**src/rtl/fp64_round_pkg.sv**
```systemverilog
package fp64_round_pkg;
  typedef enum logic [1:0] {
    RM_NEAR = 2'd0,
    RM_ZERO = 2'd1,
    RM_UP   = 2'd2,
    RM_DOWN = 2'd3
  } rmode_e;

  typedef struct packed {
    logic ovf;
    logic unf;
    logic nx;
  } rflags_t;

  localparam int FLAG_W = 3;
endpackage

```
**src/rtl/fp64_round_incr.sv**
```systemverilog
module fp64_round_incr
  import fp64_round_pkg::*;
(
  input  logic   sign,
  input  logic   lsb,
  input  logic   guard,
  input  logic   sticky,
  input  rmode_e mode,
  output logic   incr,
  output logic   inexact
);
  always_comb begin
    inexact = guard | sticky;
    unique case (mode)
      RM_NEAR: incr = guard & (sticky | lsb);
      RM_ZERO: incr = 1'b0;
      RM_UP:   incr = inexact & ~sign;
      RM_DOWN: incr = inexact & sign;
      default: incr = 1'b0;
    endcase
  end
endmodule

```
**src/rtl/fp64_round_special_pick.sv**
```systemverilog
module fp64_round_special_pick
  import fp64_round_pkg::*;
#(
  parameter int EXP_W  = 11,
  parameter int FRAC_W = 52
) (
  input  logic                    sign,
  input  rmode_e                  mode,
  output logic [EXP_W+FRAC_W-1:0] ovf_mag,
  output logic [EXP_W+FRAC_W-1:0] tiny_mag
);
  localparam int MAG_W = EXP_W + FRAC_W;
  localparam logic [MAG_W-1:0] INF_MAG  = {{EXP_W{1'b1}}, {FRAC_W{1'b0}}};
  localparam logic [MAG_W-1:0] MAXF_MAG = {{(EXP_W-1){1'b1}}, 1'b0, {FRAC_W{1'b1}}};
  localparam logic [MAG_W-1:0] MIN_SUB  = {{(MAG_W-1){1'b0}}, 1'b1};

  logic away;

  always_comb begin
    away     = ((mode == RM_UP) & ~sign) | ((mode == RM_DOWN) & sign);
    ovf_mag  = (away | (mode == RM_NEAR)) ? INF_MAG : MAXF_MAG;
    tiny_mag = away ? MIN_SUB : '0;
  end
endmodule

```
**src/rtl/fp64_round_flag_accum.sv**
```systemverilog
module fp64_round_flag_accum #(
  parameter int N = 3
) (
  input  logic         clk,
  input  logic         rst_n,
  input  logic [N-1:0] set,
  input  logic         clr,
  output logic [N-1:0] status
);
  always_ff @(posedge clk or negedge rst_n) begin
    if (!rst_n) status <= '0;
    else        status <= (clr ? '0 : status) | set;
  end
endmodule

```
**src/rtl/fp64_round_special.sv**
```systemverilog
module fp64_round_special
  import fp64_round_pkg::*;
#(
  parameter int EXP_W  = 11,
  parameter int FRAC_W = 52
) (
  input  logic                      clk,
  input  logic                      rst_n,
  input  logic                      in_valid,
  output logic                      in_ready,
  input  logic                      in_sign,
  input  logic [EXP_W+FRAC_W-1:0]   in_mag,
  input  logic                      in_guard,
  input  logic                      in_sticky,
  input  logic                      in_ovf,
  input  logic                      in_tiny,
  input  logic [1:0]                in_mode,
  output logic                      out_valid,
  input  logic                      out_ready,
  output logic [EXP_W+FRAC_W:0]     out_result,
  output logic [FLAG_W-1:0]         out_flags,
  input  logic                      flags_clr,
  output logic [FLAG_W-1:0]         sticky_flags
);
  localparam int MAG_W = EXP_W + FRAC_W;
  localparam int W     = MAG_W + 1;

  rmode_e            mode;
  logic              incr, inexact;
  logic [MAG_W-1:0]  ovf_mag, tiny_mag, sum_mag, sel_mag;
  logic              carry_inf, exp_zero, accept;
  rflags_t           nflags;

  assign mode = rmode_e'(in_mode);

  fp64_round_incr u_incr (
    .sign    (in_sign),
    .lsb     (in_mag[0]),
    .guard   (in_guard),
    .sticky  (in_sticky),
    .mode    (mode),
    .incr    (incr),
    .inexact (inexact)
  );

  fp64_round_special_pick #(.EXP_W(EXP_W), .FRAC_W(FRAC_W)) u_pick (
    .sign     (in_sign),
    .mode     (mode),
    .ovf_mag  (ovf_mag),
    .tiny_mag (tiny_mag)
  );

  always_comb begin
    sum_mag   = in_mag + {{(MAG_W-1){1'b0}}, incr};
    carry_inf = &sum_mag[MAG_W-1 -: EXP_W];
    exp_zero  = ~|in_mag[MAG_W-1 -: EXP_W];
    if (in_ovf) begin
      sel_mag = ovf_mag;
      nflags  = '{ovf: 1'b1, unf: 1'b0, nx: 1'b1};
    end else if (in_tiny) begin
      sel_mag = tiny_mag;
      nflags  = '{ovf: 1'b0, unf: 1'b1, nx: 1'b1};
    end else begin
      sel_mag = sum_mag;
      nflags  = '{ovf: carry_inf & inexact, unf: inexact & exp_zero, nx: inexact};
    end
  end

  assign in_ready = ~out_valid | out_ready;
  assign accept   = in_valid & in_ready;

  always_ff @(posedge clk or negedge rst_n) begin
    if (!rst_n) begin
      out_valid  <= 1'b0;
      out_result <= '0;
      out_flags  <= '0;
    end else begin
      if (in_ready) out_valid <= in_valid;
      if (accept) begin
        out_result <= {in_sign, sel_mag};
        out_flags  <= nflags;
      end
    end
  end

  fp64_round_flag_accum #(.N(FLAG_W)) u_accum (
    .clk    (clk),
    .rst_n  (rst_n),
    .set    (accept ? nflags : '0),
    .clr    (flags_clr),
    .status (sticky_flags)
  );

  logic unused_w;
  assign unused_w = (W == 0);
endmodule

```
**config.mk**
```make
export PLATFORM = sky130hd
export DESIGN_NAME = fp64_round_special
export DESIGN_NICKNAME = d
export VERILOG_FILES = /design/src/rtl/fp64_round_pkg.sv /design/src/rtl/fp64_round_incr.sv /design/src/rtl/fp64_round_special_pick.sv /design/src/rtl/fp64_round_flag_accum.sv /design/src/rtl/fp64_round_special.sv
export SDC_FILE = /design/constraint.sdc
export NUM_CORES = 1
export LEC_CHECK = 0
export ABC_CLOCK_PERIOD_IN_PS = 2000
export BUFFER_PORTS_ARGS = -buffer_cell sky130_fd_sc_hd__buf_2
export CORE_MARGIN = 5
export CORE_UTILIZATION = 53
export DETAILED_ROUTE_END_ITERATION = 8
export GPL_ROUTABILITY_DRIVEN = 0
export GPL_TIMING_DRIVEN = 0
export PLACE_DENSITY = 0.79
export SYNTH_ARGS = -nofsm -noshare
export SYNTH_HDL_FRONTEND = slang
export SYNTH_HIERARCHICAL = 1
export SYNTH_SLANG_ARGS = --single-unit
```
**constraint.sdc**
```tcl
create_clock -name clk -period 2 [get_ports clk]
set_clock_uncertainty 0.05 [all_clocks]
set_input_delay 0.3 -clock clk [delete_from_list [all_inputs] [get_ports clk]]
set_output_delay 0.3 -clock clk [all_outputs]
set_load 0.05 [all_outputs]
```
==> impl_metrics.ini <==
[floorplan]
core_um2 = 11900
fp.dieArea_um2 = 14300
row_count = 40
floorplan.die.width_um = 119
die_h_um = 119
initial_utilization = 0.535
num_io_pins = 147

[global_route]
first_global_vias = 6547
grt_antenna_before_repair = 1
first_pass_grt_wire_length_um = 33700
grt_start_max_net_pins = 42
globalRoute.totalOverflow = 0
grtUsageTotal = 0.296

[setup_path]
critical_path_depth = 15
crit_path_max_incr_delay_ns = 0.34
critical_path_peak_fanout = 5
crit_family = simple AND/OR/NAND/NOR gates
critPathSlowestCell = sky130_fd_sc_hd__nor4_4
critPathArrivalTime_ns = 2.94
critPathKind = input pin to flip-flop
cp.required_ns = 2.22
critPathLaunchType = input pin
path_cells = buf_12 -> nand2_8 -> xnor2_4 -> nor3_2 -> ha_2 -> ha_4 -> nand4_1 -> nor4_4 -> buf_4 -> nand4_1 -> buf_6 -> nor4_4 -> xor2_1 -> mux2i_1 -> o21ai_1
r2r.worst_path.cells = 8
timing.critical_path.buf_inv = 3
endpoint_kind = flip-flop

[timing]
maxSlewViolCount = 0
finalSetupViolCount = 56
finalHoldWorstSlack_ns = 0.123
worst_slew_margin_rel = 0.338
post-route-period-util = 1.36
max_clock_freq_mhz = 368
grt_setup_unrepaired = yes
slew_worst_pin_ns = 0.994
final_critical_path_setup_slack_ns = -0.714
period_minus_slack_ns = 2.71
hold_violations = 0

[cells_and_area]
area_growth_syn_to_layout_pct = 37.1
layout-drive-gt1-share = 0.374
area.sequential_um2 = 1780
most-common-layout-cells = sky130_fd_sc_hd__buf_2, sky130_fd_sc_hd__buf_4, sky130_fd_sc_hd__nand2_1
mostFrequentLayoutCell = sky130_fd_sc_hd__buf_2
nets = 1156
multi_input_comb_area_um2 = 4230
finish.utilization = 0.734
final_design_area_no_fill_um2 = 8700
filler_cell_count = 877

[status]
failing_checks = negative setup slack
status = complete, but fails checks

[clock_tree]
clk_pin_slew_worst_paths_ns = 0.06
clock-root-buffer = sky130_fd_sc_hd__clkbuf_16
clk_latency_ns = 0.34
tritoncts_buffers = 9
cts_tree = built
cts.path.max_buffers = 2
cts-htree-levels = 3
cts.sink_count = 71

[routing]
detail-route-antenna-nets = 0
detailroute.via_count = 6897
drt-initial-drc-count = 705
drt-wirelength-per-cell_um = 18.2
via_per_inst = 5.60
finalWirelength_um = 22400
detail_route.drc_violations = 0
detail_route.first_pass.iterations = 5

[pwr]
static-leakage-power_nw = 4.23
p_per_area_nw_per_um2 = 653
finalPower_mw = 5.68
irDropWorstVdd_uv = 422

[logic_synthesis]
edff_count_synth = 0
synth-seq-cells = 71
yosys.area_share.xor_xnor = 0.0800
synth_top_family_by_area = simple AND/OR/NAND/NOR gates
synth_cell_area_um2 = 6350
synth-async-reset-ratio = 1.00
postSynthCellCount = 817
synth_simple_gate_area_frac = 0.251
muxShareOfSynthArea = 0.0552
synth-seq-area-share = 0.280
yosys_warnings = 6
top_flip_flop_cell_by_instance_count_after_synthesis = sky130_fd_sc_hd__dfrtp_1
synth-adder-area-share = 0.00394
avgSynthCellArea_um2 = 7.77
synth_area_in_compound_gates = 0.152
netlist-cell-type-count = 55

[min_path]
whs_path_depth = 2
timing.hold.worst.class = input pin to flip-flop

[place]
pre_cts_setup_slack_ns = -1.42
placement.cell_area_um2 = 7670
count_of_input_and_output_buffers = 143
dp.final_hpwl_um = 14700

[flow_run]
max_cap_check_violation_count = 0
==> registers in the layout, summed over array words and instances (netlist names) <==
name,flops
out_flags,3
out_result,64
out_valid,1
u_accum/status,3
==> layout make-up <==
type	count	area share
Buffer	163	0.125
Multi-Input combinational cell	644	0.486
Inverter	11	0.00474
Clock inverter	4	0.00259
Tap cell	147	0.0211
Timing Repair Buffer	179	0.128
Clock buffer	11	0.0279
Antenna cell	1	0.000288
Sequential cell	71	0.204
==> synthesized netlist by cell type (18+ instances only) <==
cell type	n	area (µm²)
sky130_fd_sc_hd__o21ai_0	81	405
sky130_fd_sc_hd__nand3_1	26	130
sky130_fd_sc_hd__xor2_1	37	324
sky130_fd_sc_hd__a21oi_1	56	280
sky130_fd_sc_hd__buf_4	124	931
sky130_fd_sc_hd__nor2_1	58	218
sky130_fd_sc_hd__dfrtp_1	71	1780
sky130_fd_sc_hd__clkbuf_1	34	128
sky130_fd_sc_hd__nand4_1	28	175
sky130_fd_sc_hd__nand2_1	102	383
sky130_fd_sc_hd__nor3_1	18	90.1
sky130_fd_sc_hd__mux2i_1	35	350
sky130_fd_sc_hd__xnor2_1	21	184
==> per-stage QoR <==
stage,setup TNS [ns],cells
after floorplan,-10.07,887
after global placement,-46.04,1177
after detailed placement,-48.68,1178
after CTS,-13.18,1221
after global routing,-23.76,1231
final,-18.06,1231
==> final timing paths <==
kind	start	end	slack (ns)
min reg2reg	out_result[3]$_DFFE_PN0P_	out_result[3]$_DFFE_PN0P_	0.42
min	in_valid	out_valid$_DFFE_PN0N_	0.12
max reg2reg	out_valid$_DFFE_PN0N_	out_flags[2]$_DFFE_PN0P_	-0.41
max	in_mode[1]	out_result[60]$_DFFE_PN0P_	-0.71
min in group asynchronous	rst_n	out_result[23]$_DFFE_PN0P_	0.38
max in group asynchronous	rst_n	out_valid$_DFFE_PN0N_	0.93
==> metal layers <==
| metal | global-route usage | up-vias | wire length [µm] |
|---|---|---|---|
| met5 | 0 | - | 0 |
| met4 | 0.152 | 0 | 915 |
| met3 | 0.0684 | 84 | 2130 |
| met2 | 0.459 | 437 | 10400 |
| met1 | 0.386 | 3180 | 8960 |
| li1 | - | 3196 | - |
==> report_power, final <==
| part | total (mW) | switching, mW | internal [mW] |
|---|---|---|---|
| logic | 2.40 | 1.65 | 0.754 |
| registers | 1.78 | 0.121 | 1.66 |
| clock network | 1.49 | 0.633 | 0.860 |
| total | 5.68 | 2.41 | 3.28 |
==> worst register-to-register path, stage by stage (launching register included) <==
cell and delay, ns:
sky130_fd_sc_hd__dfrtp_2 0.40, sky130_fd_sc_hd__nand2b_2 0.09, sky130_fd_sc_hd__nand2_1 0.37, sky130_fd_sc_hd__nor2_1 0.30
sky130_fd_sc_hd__o2111ai_1 0.25, sky130_fd_sc_hd__a2111oi_4 0.43, sky130_fd_sc_hd__o2111ai_2 0.21, sky130_fd_sc_hd__buf_4 0.19
sky130_fd_sc_hd__nand2_2 0.06
==> logic make-up after synthesis <==
logic type | after synthesis
flip-flops | 71
AO/OA/AOI/OAI | 173
multiplexers | 35
AND/OR/NAND/NOR | 302
buffers and inverters | 174
adder cells (fa/ha/maj) | 2
XOR/XNOR | 58
other | 2
==> timing repair <==
action	in CTS	in global routing
gates resized for setup	87	43
pin swaps	46	36
endpoints found under the setup margin	65	61
hold endpoints to repair	30	0
setup buffers	26	11
gates cloned	1	1
hold buffers	1	0
No activity file was read; power rests on OpenSTA's default activity.
